===== config.mk =====
export PLATFORM = sky130hd
export DESIGN_NAME = sdram_init_seq
export DESIGN_NICKNAME = d
export VERILOG_FILES = /design/src/rtl/sdram_init_pkg.sv /design/src/rtl/init_gap_timer.sv /design/src/rtl/init_seq_fsm.sv /design/src/rtl/init_pin_reg.sv /design/src/rtl/sdram_init_seq.sv
export SDC_FILE = /design/constraint.sdc
export NUM_CORES = 1
export LEC_CHECK = 0
export BUFFER_PORTS_ARGS = -buffer_cell sky130_fd_sc_hd__buf_2
export CORE_MARGIN = 4
export CORE_UTILIZATION = 55
export CTS_CLUSTER_DIAMETER = 150
export CTS_CLUSTER_SIZE = 30
export DETAILED_ROUTE_END_ITERATION = 6
export PLACE_DENSITY = 0.77
export SETUP_SLACK_MARGIN = 0.15
export SYNTH_ARGS = -nofsm -noshare
export SYNTH_HDL_FRONTEND = slang
export SYNTH_SLANG_ARGS = --single-unit
export TNS_END_PERCENT = 30

===== constraint.sdc =====
create_clock -name clk_i -period 2.75 [get_ports clk_i]
set_clock_uncertainty 0.2 [all_clocks]
set_input_delay 0.1375 -clock clk_i [delete_from_list [all_inputs] [get_ports clk_i]]
set_output_delay 0.1375 -clock clk_i [all_outputs]
set_load 0.02 [all_outputs]

===== src/rtl/sdram_init_pkg.sv =====
package sdram_init_pkg;

  // {cs_n, ras_n, cas_n, we_n}
  typedef enum logic [3:0] {
    CMD_MRS  = 4'b0000,
    CMD_REF  = 4'b0001,
    CMD_PALL = 4'b0010,
    CMD_NOP  = 4'b0111
  } cmd_e;

  typedef enum logic [2:0] {
    ST_PAUSE,
    ST_PALL,
    ST_WAIT_RP,
    ST_MRS,
    ST_WAIT_MRD,
    ST_REF,
    ST_WAIT_RC,
    ST_DONE
  } state_e;

  localparam int unsigned A10_BIT = 10;

  // nanoseconds to cycles, rounded up
  function automatic int unsigned ns2cyc(input int unsigned ns, input int unsigned mhz);
    return (ns * mhz + 999) / 1000;
  endfunction

  // gaps shorter than two cycles are raised to two
  function automatic int unsigned min2(input int unsigned v);
    return (v < 2) ? 2 : v;
  endfunction

  function automatic int unsigned max3(input int unsigned a, input int unsigned b,
                                       input int unsigned c);
    int unsigned m;
    m = (a > b) ? a : b;
    return (m > c) ? m : c;
  endfunction

endpackage


===== src/rtl/init_gap_timer.sv =====
module init_gap_timer #(
  parameter int unsigned CNT_W   = 8,
  parameter int unsigned RST_VAL = 1
) (
  input  logic             clk_i,
  input  logic             rst_ni,
  input  logic             load_i,
  input  logic [CNT_W-1:0] load_val_i,
  output logic             zero_o
);

  logic [CNT_W-1:0] cnt_q;

  always_ff @(posedge clk_i or negedge rst_ni) begin
    if (!rst_ni) begin
      cnt_q <= CNT_W'(RST_VAL);
    end else if (load_i) begin
      cnt_q <= load_val_i;
    end else if (cnt_q != '0) begin
      cnt_q <= cnt_q - 1'b1;
    end
  end

  assign zero_o = (cnt_q == '0);

  // waits shrink by exactly one per cycle
  a_r2_count_down: assert property (@(posedge clk_i) disable iff (!rst_ni)
    (!load_i && cnt_q != '0) |=> (cnt_q == $past(cnt_q) - 1'b1));

endmodule


===== src/rtl/init_seq_fsm.sv =====
module init_seq_fsm
  import sdram_init_pkg::*;
#(
  parameter int unsigned CNT_W     = 8,
  parameter int unsigned REF_COUNT = 8,
  parameter bit          REF_FIRST = 1'b0,
  parameter int unsigned TRP_LD    = 1,
  parameter int unsigned TRC_LD    = 6,
  parameter int unsigned MRD_LD    = 0
) (
  input  logic             clk_i,
  input  logic             rst_ni,
  input  logic             zero_i,
  output logic             load_o,
  output logic [CNT_W-1:0] load_val_o,
  output cmd_e             cmd_o,
  output logic             done_o
);

  localparam int unsigned RC_W = $clog2(REF_COUNT + 1);
  localparam logic [RC_W-1:0] REF_LAST = RC_W'(REF_COUNT);

  state_e          state_q, state_d;
  logic [RC_W-1:0] ref_cnt_q;
  logic            refs_done;

  assign refs_done = (ref_cnt_q == REF_LAST);

  always_comb begin
    state_d    = state_q;
    load_o     = 1'b0;
    load_val_o = '0;
    unique case (state_q)
      ST_PAUSE:    if (zero_i) state_d = ST_PALL;
      ST_PALL: begin
        load_o     = 1'b1;
        load_val_o = CNT_W'(TRP_LD);
        state_d    = ST_WAIT_RP;
      end
      ST_WAIT_RP:  if (zero_i) state_d = REF_FIRST ? ST_REF : ST_MRS;
      ST_MRS: begin
        load_o     = 1'b1;
        load_val_o = CNT_W'(MRD_LD);
        state_d    = ST_WAIT_MRD;
      end
      ST_WAIT_MRD: if (zero_i) state_d = REF_FIRST ? ST_DONE : ST_REF;
      ST_REF: begin
        load_o     = 1'b1;
        load_val_o = CNT_W'(TRC_LD);
        state_d    = ST_WAIT_RC;
      end
      ST_WAIT_RC: begin
        if (zero_i) begin
          if (!refs_done)     state_d = ST_REF;
          else if (REF_FIRST) state_d = ST_MRS;
          else                state_d = ST_DONE;
        end
      end
      ST_DONE:     state_d = ST_DONE;
      default:     state_d = ST_PAUSE;
    endcase
  end

  always_ff @(posedge clk_i or negedge rst_ni) begin
    if (!rst_ni) begin
      state_q   <= ST_PAUSE;
      ref_cnt_q <= '0;
    end else begin
      state_q <= state_d;
      if (state_q == ST_REF) ref_cnt_q <= ref_cnt_q + 1'b1;
    end
  end

  always_comb begin
    unique case (state_q)
      ST_PALL: cmd_o = CMD_PALL;
      ST_MRS:  cmd_o = CMD_MRS;
      ST_REF:  cmd_o = CMD_REF;
      default: cmd_o = CMD_NOP;
    endcase
  end

  assign done_o = (state_q == ST_DONE);

  a_r8_ref_bound: assert property (@(posedge clk_i) disable iff (!rst_ni)
    ref_cnt_q <= REF_LAST);

  a_r8_no_ref_past_count: assert property (@(posedge clk_i) disable iff (!rst_ni)
    refs_done |-> (cmd_o != CMD_REF));

endmodule


===== src/rtl/init_pin_reg.sv =====
module init_pin_reg
  import sdram_init_pkg::*;
#(
  parameter int unsigned ADDR_W  = 12,
  parameter int unsigned BA_W    = 1,
  parameter int unsigned DQM_W   = 2,
  parameter logic [ADDR_W-1:0] MODE_OP = '0
) (
  input  logic              clk_i,
  input  logic              rst_ni,
  input  cmd_e              cmd_i,
  input  logic              done_i,
  output logic              cke_o,
  output logic [DQM_W-1:0]  dqm_o,
  output logic [3:0]        cmd_o,
  output logic [ADDR_W-1:0] addr_o,
  output logic [BA_W-1:0]   ba_o,
  output logic              done_o
);

  logic [ADDR_W-1:0] addr_d;

  always_comb begin
    unique case (cmd_i)
      CMD_PALL: addr_d = ADDR_W'(1) << A10_BIT;
      CMD_MRS:  addr_d = MODE_OP;
      default:  addr_d = '0;
    endcase
  end

  always_ff @(posedge clk_i or negedge rst_ni) begin
    if (!rst_ni) begin
      cmd_o  <= CMD_NOP;
      addr_o <= '0;
      done_o <= 1'b0;
    end else begin
      cmd_o  <= cmd_i;
      addr_o <= addr_d;
      done_o <= done_i;
    end
  end

  // held high during the whole sequence so DQ stays high impedance
  always_ff @(posedge clk_i or negedge rst_ni) begin
    if (!rst_ni) begin
      cke_o <= 1'b1;
      dqm_o <= '1;
    end else begin
      cke_o <= 1'b1;
      dqm_o <= '1;
    end
  end

  assign ba_o = '0;

  a_r10_done_sticky: assert property (@(posedge clk_i) disable iff (!rst_ni)
    done_o |=> done_o);

  a_r10_nop_after_done: assert property (@(posedge clk_i) disable iff (!rst_ni)
    done_o |-> (cmd_o == CMD_NOP));

  a_r5_pall_then_nop: assert property (@(posedge clk_i) disable iff (!rst_ni)
    (cmd_o == CMD_PALL) |=> (cmd_o == CMD_NOP));

  a_r7_mrs_then_nop: assert property (@(posedge clk_i) disable iff (!rst_ni)
    (cmd_o == CMD_MRS) |=> (cmd_o == CMD_NOP));

endmodule


===== src/rtl/sdram_init_seq.sv =====
module sdram_init_seq
  import sdram_init_pkg::*;
#(
  parameter int unsigned CLK_MHZ   = 125,
  parameter int unsigned PAUSE_US  = 200,
  parameter int unsigned TRP_NS    = 20,
  parameter int unsigned TRC_NS    = 63,
  parameter int unsigned MRD_CLK   = 2,
  parameter int unsigned REF_COUNT = 8,
  parameter bit          REF_FIRST = 1'b0,
  parameter int unsigned ADDR_W    = 12,
  parameter int unsigned BA_W      = 1,
  parameter int unsigned DQM_W     = 2,
  parameter logic [ADDR_W-1:0] MODE_OP = 12'h032
) (
  input  logic              clk_i,
  input  logic              rst_ni,
  output logic              cke_o,
  output logic [DQM_W-1:0]  dqm_o,
  output logic              cs_n_o,
  output logic              ras_n_o,
  output logic              cas_n_o,
  output logic              we_n_o,
  output logic [ADDR_W-1:0] addr_o,
  output logic [BA_W-1:0]   ba_o,
  output logic              init_done_o
);

  localparam int unsigned PAUSE_CYC = ns2cyc(PAUSE_US * 1000, CLK_MHZ);
  localparam int unsigned TRP_CYC   = min2(ns2cyc(TRP_NS, CLK_MHZ));
  localparam int unsigned TRC_CYC   = min2(ns2cyc(TRC_NS, CLK_MHZ));
  localparam int unsigned MRD_CYC   = min2(MRD_CLK);
  localparam int unsigned CNT_MAX   = max3(PAUSE_CYC, TRP_CYC, max3(TRC_CYC, MRD_CYC, 1));
  localparam int unsigned CNT_W     = $clog2(CNT_MAX + 1);

  logic             zero;
  logic             load;
  logic [CNT_W-1:0] load_val;
  cmd_e             seq_cmd;
  logic             seq_done;
  logic [3:0]       pin_cmd;

  init_gap_timer #(
    .CNT_W   (CNT_W),
    .RST_VAL (PAUSE_CYC - 1)
  ) u_timer (
    .clk_i      (clk_i),
    .rst_ni     (rst_ni),
    .load_i     (load),
    .load_val_i (load_val),
    .zero_o     (zero)
  );

  init_seq_fsm #(
    .CNT_W     (CNT_W),
    .REF_COUNT (REF_COUNT),
    .REF_FIRST (REF_FIRST),
    .TRP_LD    (TRP_CYC - 2),
    .TRC_LD    (TRC_CYC - 2),
    .MRD_LD    (MRD_CYC - 2)
  ) u_fsm (
    .clk_i      (clk_i),
    .rst_ni     (rst_ni),
    .zero_i     (zero),
    .load_o     (load),
    .load_val_o (load_val),
    .cmd_o      (seq_cmd),
    .done_o     (seq_done)
  );

  init_pin_reg #(
    .ADDR_W  (ADDR_W),
    .BA_W    (BA_W),
    .DQM_W   (DQM_W),
    .MODE_OP (MODE_OP)
  ) u_pins (
    .clk_i  (clk_i),
    .rst_ni (rst_ni),
    .cmd_i  (seq_cmd),
    .done_i (seq_done),
    .cke_o  (cke_o),
    .dqm_o  (dqm_o),
    .cmd_o  (pin_cmd),
    .addr_o (addr_o),
    .ba_o   (ba_o),
    .done_o (init_done_o)
  );

  assign {cs_n_o, ras_n_o, cas_n_o, we_n_o} = pin_cmd;

  // a precharge-all from the sequencer reaches the pins next cycle with bit 10 set
  a_r4_pall_on_pins: assert property (@(posedge clk_i) disable iff (!rst_ni)
    (seq_cmd == CMD_PALL) |=> (pin_cmd == CMD_PALL && addr_o[A10_BIT]));

  // clock enable and masks stay high until done
  a_r3_cke_dqm_high: assert property (@(posedge clk_i) disable iff (!rst_ni)
    !init_done_o |-> (cke_o && (&dqm_o)));

endmodule


==> results of run 1 <==
## registers in the layout (all words and copies together) (netlist names)
name and flops:
u_fsm.ref_cnt_q 4, u_fsm.state_q 3, u_pins.addr_o 2, u_pins.cmd_o 3
u_pins.done_o 1, u_timer.cnt_q 15
## layer usage
metal | up-vias | share of wire | global-route usage
met4 | 0 | 0.020 | 0.0712
met5 | - | 0 | 0
met2 | 31 | 0.47 | 0.276
met1 | 520 | 0.46 | 0.217
li1 | 528 | - | -
met3 | 5 | 0.049 | 0.0255
## area by class of cell
type,instances,area (sq um),area share
inverter,7,26.3,0.0166
sequential,28,714,0.452
multi-input combinational,113,687,0.435
clock inverter,1,30.0,0.0190
tap,30,37.5,0.0238
timing repair buffer,11,62.6,0.0396
clock buffer,3,22.5,0.0143
## through the flow
step                std cells  power, mW  setup slack, ps  utilization  area, sq um
detailed placement        188      0.443              489        0.596         1520
global route              193      0.729              183        0.621         1580
global placement          188      0.443              630        0.596         1520
finish                    193      0.708              439        0.621         1580
CTS                       193      0.714              422        0.621         1580
floorplan                 167      0.449              704            -         1560
## layout by cell type, fill, tap and decap left out, types with 3 or more instances in the layout
cell      netlist  layout
a21oi_1        10      10
buf_2           1       9
clkbuf_4        0       3
conb_1          2      13
dfrtp_1        17      17
dfstp_2        11      11
ha_1            3       3
inv_1           6       6
mux2i_1         4       4
nand2_1        13      13
nand2b_1        4       4
nand4_1         3       3
nor2_1         17      17
nor3_1          6       6
o21ai_0         4       4
o31ai_1         3       3
or3_1           5       5
xnor2_1         4       4
## critical path, cell delays in order, from the launching register on
cell and delay [ps]:
dfstp_2 400, inv_1 100, ha_1 240, nor4b_1 560
nand4_1 370, a31oi_1 280, a41o_1 120
## where the power goes
group / internal [mW] / switching [mW] / total, mW
Clock: 0.147 / 0.123 / 0.270
Combinational: 0.00143 / 0.0234 / 0.0249
Sequential: 0.413 / 0 / 0.413
## cells by family (layout without fill, tap and decap cells)
logic type | Yosys count | in the layout | synth area share
multiplexers | 4 | 4 | 0.0264
buffers and inverters | 26 | 22 | 0.102
other | 2 | 13 | 0.00496
flip-flops | 28 | 28 | 0.472
adder cells (fa/ha/maj) | 3 | 3 | 0.0248
AO/OA/AOI/OAI | 25 | 25 | 0.104
XOR/XNOR | 6 | 6 | 0.0347
AND/OR/NAND/NOR | 62 | 62 | 0.231
## worst max-delay path by stage
stage / start / endpoint / slack (ps) / cells past startpoint
floorplan: u_timer.cnt_q[0]$_DFFE_PN1P_ / u_timer.cnt_q[10]$_DFFE_PN0P_ / 700 / 6
global placement: u_timer.cnt_q[0]$_DFFE_PN1P_ / u_timer.cnt_q[1]$_DFFE_PN1P_ / 630 / 5
detailed placement: u_timer.cnt_q[0]$_DFFE_PN1P_ / u_timer.cnt_q[1]$_DFFE_PN1P_ / 490 / 5
CTS: u_timer.cnt_q[0]$_DFFE_PN1P_ / u_timer.cnt_q[1]$_DFFE_PN1P_ / 420 / 5
global route: u_timer.cnt_q[0]$_DFFE_PN1P_ / u_timer.cnt_q[8]$_DFFE_PN1P_ / 180 / 6
finish: u_timer.cnt_q[0]$_DFFE_PN1P_ / u_timer.cnt_q[8]$_DFFE_PN1P_ / 440 / 6
## cells in the mapped netlist, drive strengths merged
cell     n
a21boi   1
a21oi   10
a31o     2
a31oi    1
a41o     1
and2     1
and3     2
and4     1
buf     16
clkbuf   3
clkinv   1
conb     2
dfrtp   17
dfstp   11
ha       3
inv      6
mux2i    4
nand2   13
nand2b   4
nand3    1
nand3b   1
nand4    3
nor2    17
nor3     6
nor4     4
nor4b    1
o211ai   1
o21ai    4
o22ai    1
o311a    1
o31ai    3
or3      5
or4      2
or4b     1
xnor2    4
xor2     2
## timing repair
action,4_1_cts,5_1_grt
hold endpoints to repair,28,0
hold buffers,1,0
buffers inserted,0,0
==> impl_metrics.py, run 1 <==
metrics = {
    "routing": {
        "wl_mm": 2.67,
        "firstDrtPassIters": 4,
        "drc": 0,
        "drtIter0Drc": 38,
        "viasPerCell": 5.62,
        "ant_nets": 0,
        "vias": 1084,
        "wire_per_inst_um": 13.8,
    },
    "setup_path": {
        "startpoint_type": "flip-flop",
        "endpoint_kind": "flip-flop",
        "worst-endpoint-arrival_ps": 2400,
        "cp.required_ps": 2840,
        "r2r_cells": 6,
        "crit_fanout": 6,
        "path_class": "flip-flop to flip-flop",
        "reg2reg_to": "u_timer.cnt_q[8]$_DFFE_PN1P_",
        "rr_startpoint": "u_timer.cnt_q[0]$_DFFE_PN1P_",
        "r2r_slack_ps": 440,
    },
    "clock_network": {
        "clk_latency_ps": 330,
        "cts.sinks": 28,
        "cts_tree": "built",
        "htreeDepth": 1,
        "path_clk_slew_ps": 150,
        "cts_buffers": 3,
        "clockBufferDepth": 2,
        "cts_resized": 0,
        "root_buffer": "clkbuf_4",
    },
    "layout": {
        "num-nets-final": 169,
        "nFillCells": 216,
        "syn_to_final_growth_pct": 4.29,
        "drive_gt1_frac": 0.184,
        "num_antenna_cells": 0,
    },
    "synth": {
        "ys_types": 38,
        "yosys_warnings": 0,
        "syn_area_per_cell_sq_um": 9.71,
        "yosys.area.top_type": "dfrtp_1",
        "synth_seq_area_share": 0.472,
        "synth_top_cell_area_share": 0.281,
        "ys_ff_latch": 28,
        "synth_area_leaders": "dfrtp_1 (28%), dfstp_2 (19%), buf_4 (7.4%)",
        "syn-cell-area_sq_um": 1520,
        "syn_inst": 156,
    },
    "floorplan": {
        "die_h_um": 60.5,
        "std_cell_rows": 18,
        "ios": 23,
        "die_w_um": 60.5,
        "coreArea_sq_um": 2540,
        "dieArea_sq_um": 3660,
        "start_util": 0.595,
    },
    "global_routing": {
        "grt_pass1_vias": 997,
        "grt_start_max_net_pins": 29,
        "track_usage": 0.166,
        "antenna_found_initial": 0,
        "grt_overflow": 0,
        "grt_pass1_wl_mm": 4.54,
    },
    "run_status": {
        "run_status": "finished clean",
    },
    "sta": {
        "hold_violations": 0,
        "max_slew_margin": 0.569,
        "worst_slew_pin_slew_ps": 637,
        "slew_viol_final": 0,
        "rsz0062_at_grt": "false",
        "layout_min_cycle_time_ps": 2310,
        "fmax_mhz": 433,
        "finalSetupTns_ps": 0,
        "setup_viol": 0,
        "finalCritPeriodShare": 0.841,
        "hold_slack_ps": 129,
    },
    "power_and_ir_drop": {
        "power.density_nw_per_um2": 448,
        "p_leak_nw": 0.709,
        "irDropWorstVdd_mv": 0.337,
    },
    "place": {
        "numPortBuffers": 9,
        "dp_hpwl_mm": 1.97,
        "globalplace.congestion": 0.822,
    },
    "hold_path": {
        "hold_path.class": "input port to async pin",
    },
    "job": {
        "drv_cap": 0,
    },
}
Note: power is estimated with default switching activity, not from simulation.
==> run 2, diff against run 1 <==
Settings changed: ABC_AREA set to 1, CORE_UTILIZATION 55 to 56, PLACE_DENSITY 0.77 to 0.78.
Clock period 2.75 ns to 2.3 ns, I/O delays scaled along.
==> impl_metrics.py, run 2 <==
metrics = {
    "routing": {
        "vias": 1143,
        "ant_nets": 0,
        "drtIter0Drc": 32,
        "viasPerCell": 4.70,
        "firstDrtPassIters": 6,
        "wl_mm": 2.60,
        "wire_per_inst_um": 10.7,
        "drc": 0,
    },
    "power_and_ir_drop": {
        "irDropWorstVdd_mv": 0.397,
        "power.density_nw_per_um2": 501,
        "p_leak_nw": 0.943,
        "total_power_mw": 0.844,
    },
    "place": {
        "numPortBuffers": 9,
        "globalplace.congestion": 0.874,
        "postPlaceCellArea_sq_um": 1620,
        "dp_hpwl_mm": 1.96,
    },
    "synth": {
        "async_flop_share": 1.00,
        "yosysMostFrequentCell": "nand2_1",
        "syn_inst": 203,
        "synth_common_cells": "nand2_1 (42), nor2_1 (29), inv_1 (22)",
        "ys_ff_latch": 28,
        "synth_top_cell_area_share": 0.262,
        "synth_seq_area_share": 0.441,
        "syn_area_per_cell_sq_um": 7.99,
        "synth_area_leaders": "dfrtp_1 (26%), dfstp_2 (18%), nand2_1 (9.7%)",
        "ys_types": 27,
        "syn-cell-area_sq_um": 1620,
        "synth_ff_type": "dfrtp_1",
        "yosys.area.top_type": "dfrtp_1",
        "yosys_warnings": 0,
        "synth-edff-count": 0,
    },
    "sta": {
        "rsz0062_at_grt": "false",
        "finalCritPeriodShare": 0.769,
        "worst_slew_pin_slew_ps": 587,
        "finalSetupTns_ps": 0,
        "fmax_mhz": 566,
        "setup_viol": 0,
        "layout_min_cycle_time_ps": 1770,
        "slew_viol_final": 0,
        "hold_violations": 0,
        "max_slew_margin": 0.609,
    },
    "clock_network": {
        "clk_latency_ps": 340,
        "cts_setup_buffers": 0,
        "cts.sinks": 28,
        "root_buffer": "clkbuf_4",
        "cts_tree": "built",
        "cts_resized": 0,
        "clockBufferDepth": 2,
        "cts_buffers": 3,
        "htreeDepth": 1,
        "path_clk_slew_ps": 150,
    },
    "layout": {
        "multi_input_area_sq_um": 707,
        "top_regs": "u_timer.cnt_q x15, u_fsm.ref_cnt_q x4",
        "num-nets-final": 218,
        "syn_to_final_growth_pct": 3.94,
        "drive_gt1_frac": 0.255,
        "seq_area_sq_um": 714,
        "layout_commonest_cell": "nand2_1",
        "finish.instance_area_sq_um": 1690,
        "mostFrequentLayoutCells": "nand2_1 (42), nor2_1 (29), inv_1 (22)",
        "nFillCells": 267,
        "largest_reg_flops": 15,
        "largest_register": "u_timer.cnt_q",
        "num_antenna_cells": 0,
    },
    "floorplan": {
        "std_cell_rows": 19,
        "ios": 23,
        "coreArea_sq_um": 2760,
        "die_h_um": 61.8,
        "die_w_um": 61.8,
        "start_util": 0.588,
        "dieArea_sq_um": 3820,
    },
    "global_routing": {
        "track_usage": 0.159,
        "grt_overflow": 0,
        "grt_start_max_net_pins": 29,
        "grt_pass1_vias": 1044,
        "antenna_found_initial": 0,
        "grt_pass1_wl_mm": 4.54,
    },
    "setup_path": {
        "cpMaxStageDelayCell": "dfstp_2",
        "endpoint_kind": "flip-flop",
        "crit_buf_inv": 3,
        "cpPeakStageDelay_ps": 580,
        "path_class": "flip-flop to flip-flop",
        "crit_fanout": 5,
        "rr_startpoint": "u_timer.cnt_q[0]$_DFFE_PN1P_",
        "worstPathCellList": "inv_2 > ha_1 > nand2_2 > inv_1 > or2_2 > nand4_1 > inv_1",
        "cp.required_ps": 2340,
        "cpMostUsedCell": "inv_1",
        "startpoint_type": "flip-flop",
        "cp-startpoint": "u_timer.cnt_q[0]$_DFFE_PN1P_",
        "worst-endpoint-arrival_ps": 1810,
        "critical_path.top_delay_family": "flip-flops",
    },
    "hold_path": {
        "hold_path.class": "input port to async pin",
    },
    "run_status": {
        "run_status": "finished clean",
    },
    "job": {
        "drv_cap": 0,
    },
}
==> run 2: through the flow <==
step	utilization	worst slack [ps]	std cells	hold slack [ps]
2_1_floorplan	-	639	214	-381
3_3_place_gp	0.588	603	238	-46.0
3_5_place_dp	0.588	575	238	-40.6
4_1_cts	0.611	535	243	112
5_1_grt	0.611	435	243	164
6_report	0.611	532	243	105
==> run 2: layout make-up <==
cell class                 instances  share of cell area
inverter                          28              0.0698
timing repair buffer              10              0.0327
clock buffer                       3              0.0134
tap                               31              0.0230
clock inverter                     1              0.0178
multi-input combinational        142               0.419
sequential                        28               0.424
==> run 2: timing repair <==
action,in CTS,in global routing
endpoints found under the setup margin,0,0
hold buffers,1,0
endpoints found under the hold margin,28,0
==> run 2: worst register-to-register path: cells and delay by family (launching register included) <==
kind / cells / cell delay [ps]
fa+ha+maj: 1 / 250
buf+inv: 3 / 170
flops: 1 / 580
simple gates: 3 / 480
==> run 2: final timing paths <==
path,slack (ps),depth (start not counted),end
max,530,7,u_timer.cnt_q[4]$_DFFE_PN0P_
min,110,2,u_fsm.ref_cnt_q[2]$_DFFE_PN0N_
max reg2reg,530,7,u_timer.cnt_q[4]$_DFFE_PN0P_
min reg2reg,300,2,u_timer.cnt_q[14]$_DFFE_PN1P_
max in group asynchronous,1390,2,u_timer.cnt_q[7]$_DFFE_PN1P_
min in group clk_i,300,2,u_timer.cnt_q[14]$_DFFE_PN1P_
==> run 2: where the power goes <==
part           total (mW)  switching, mW  leakage [nW]  internal (mW)
Combinational      0.0295         0.0278         0.583        0.00172
Clock               0.321          0.145        0.0279          0.177
Sequential          0.494              0         0.332          0.494
Total               0.844          0.173         0.943          0.672
==> run 2: metal layers <==
metal | vias to the layer above | global-route usage | wire [um]
met4 | 0 | 0.0636 | 57
met3 | 5 | 0.0248 | 106
li1 | 607 | - | -
met5 | - | 0 | 0
met2 | 24 | 0.247 | 1120
met1 | 507 | 0.223 | 1310
==> run 2: kinds of logic after synthesis <==
group           synth area share
xor+xnor                  0.0162
buf+inv                    0.149
simple gates               0.326
flops                      0.441
fa+ha+maj                 0.0232
compound gates            0.0409
other cells              0.00463
==> run 3, diff against run 2 <==
Settings changed: CORE_UTILIZATION 56 to 51, PLACE_DENSITY 0.78 to 0.75.
Clock period 2.3 ns to 1.6 ns, I/O delays scaled along.
==> impl_metrics.py, run 3 (synthesis results as in run 2) <==
metrics = {
    "layout": {
        "num_antenna_cells": 0,
        "largest_register": "u_timer.cnt_q",
        "syn_to_final_growth_pct": 18.1,
        "drive_gt1_frac": 0.396,
        "seq_area_sq_um": 716,
        "multi_input_area_sq_um": 832,
        "top_regs": "u_timer.cnt_q x15, u_fsm.ref_cnt_q x4",
        "num-nets-final": 231,
        "nFillCells": 259,
        "layout_commonest_cell": "nand2_1",
        "finalNonFillerCells": 269,
        "mostFrequentLayoutCells": "nand2_1 (39), nor2_1 (20), inv_1 (19)",
        "largest_reg_flops": 15,
        "fin_util": 0.627,
    },
    "clock_network": {
        "clk_latency_ps": 340,
        "cts_tree": "built",
        "path_clk_slew_ps": 160,
        "root_buffer": "clkbuf_4",
        "cts.sinks": 28,
        "clockBufferDepth": 2,
        "cts_buffers": 3,
        "htreeDepth": 1,
    },
    "global_routing": {
        "busiest_layer": "met2",
        "grt_pass1_vias": 1174,
        "antenna_found_initial": 0,
        "grt.met1_usage": 0.216,
        "grt_start_max_net_pins": 29,
        "use_met3": 0.0105,
        "grt_util_met2": 0.271,
        "track_usage": 0.161,
        "grt_overflow": 0,
        "grt_pass1_wl_mm": 5.26,
    },
    "routing": {
        "wire_per_inst_um": 12.0,
        "viasPerCell": 4.72,
        "drc": 0,
        "vias": 1271,
        "drtIter0Drc": 77,
        "ant_nets": 0,
        "wl_mm": 3.23,
        "firstDrtPassIters": 4,
    },
    "floorplan": {
        "std_cell_rows": 20,
        "coreArea_sq_um": 3050,
        "ios": 23,
        "start_util": 0.531,
        "die_h_um": 64.4,
        "die_w_um": 64.4,
        "dieArea_sq_um": 4150,
    },
    "setup_path": {
        "worst-endpoint-arrival_ps": 1600,
        "worstPathCellList": "inv_2 > ha_4 > nand2_4 > inv_2 > or2_4 > nand4_1 > inv_1",
        "crit_buf_inv": 3,
        "path_class": "flip-flop to flip-flop",
        "cpMostUsedCell": "inv_2",
        "crit_fanout": 4,
        "startpoint_type": "flip-flop",
        "critical_path.top_delay_family": "flip-flops",
        "cpMaxStageDelayCell": "dfstp_2",
        "cpPeakStageDelay_ps": 570,
        "cp.required_ps": 1650,
        "endpoint_kind": "flip-flop",
    },
    "hold_path": {
        "hold_path.class": "input port to async pin",
    },
    "sta": {
        "finalCritPeriodShare": 0.970,
        "slew_viol_final": 0,
        "layout_min_cycle_time_ps": 1550,
        "rsz0062_at_grt": "true",
        "hold_violations": 0,
        "max_slew_margin": 0.603,
        "worst_slew_pin_slew_ps": 595,
        "fmax_mhz": 645,
        "setup_viol": 0,
    },
    "run_status": {
        "run_status": "finished clean",
    },
    "place": {
        "numPortBuffers": 9,
        "globalplace.congestion": 0.836,
        "dp_hpwl_mm": 2.22,
        "dp.cells": 254,
    },
    "job": {
        "drv_cap": 0,
    },
    "power_and_ir_drop": {
        "total_power_mw": 1.11,
        "power.density_nw_per_um2": 578,
        "p_leak_nw": 0.998,
        "irDropWorstVdd_mv": 0.282,
    },
}
## run 3: cell types whose count changed in the layout (fill, tap and decap cells not counted), sizes merged
cell / change
bufinv: -1
clkbuf: +1
buf: +13
## run 3: metal layers
metal / wire length [um] / up-vias
met3: 121 / 5
li1: - / 643
met1: 1420 / 589
met4: 50 / 0
met5: 0 / -
met2: 1630 / 34
## run 3: path summary, 6_finish.rpt
check | start | end | slack (ps) | cells past startpoint
max reg2reg | u_timer.cnt_q[1]$_DFFE_PN1P_ | u_timer.cnt_q[4]$_DFFE_PN0P_ | 50 | 7
min in group clk_i | u_timer.cnt_q[14]$_DFFE_PN1P_ | u_timer.cnt_q[14]$_DFFE_PN1P_ | 260 | 2
min reg2reg | u_timer.cnt_q[14]$_DFFE_PN1P_ | u_timer.cnt_q[14]$_DFFE_PN1P_ | 260 | 2
min | rst_ni | u_timer.cnt_q[11]$_DFFE_PN0P_ | 70 | 2
max in group asynchronous | rst_ni | u_timer.cnt_q[3]$_DFFE_PN0P_ | 720 | 2
max | u_timer.cnt_q[1]$_DFFE_PN1P_ | u_timer.cnt_q[4]$_DFFE_PN0P_ | 50 | 7
## run 3: metrics by stage
stage	instance area [sq um]	TNS (ps)	setup slack, ps	hold slack (ps)
after detailed placement	1700	0	24.0	-79.1
after floorplan	1710	0	92.9	-416
after CTS	1810	0	45.9	85.0
after global routing	1910	-33.7	-15.2	127
after global placement	1700	0	54.4	-78.8
final	1910	0	48.7	66.1
## run 3: layout make-up
cell class,instances,share of cell area
sequential,28,0.374
multi-input combinational,142,0.435
inverter,28,0.0641
timing repair buffer,23,0.0797
clock buffer,4,0.0190
tap,44,0.0288
## run 3: worst register-to-register path, delay by kind of cell (launching register included)
kind | cells | cell delay [ps]
fa+ha+maj | 1 | 170
buf+inv | 3 | 150
flops | 1 | 570
simple gates | 3 | 370
## run 3: timing repair
action	4_1_cts	5_1_grt
pin swaps	3	11
setup buffers	5	5
gates resized for setup	6	20
hold buffers	1	0
setup endpoints to repair	17	20
endpoints found under the hold margin	28	0
## run 3: power by group
part | internal [mW] | switching (mW)
clock network | 0.140 | 0.215
logic | 0.00247 | 0.0401
registers | 0.710 | 0
total | 0.852 | 0.255
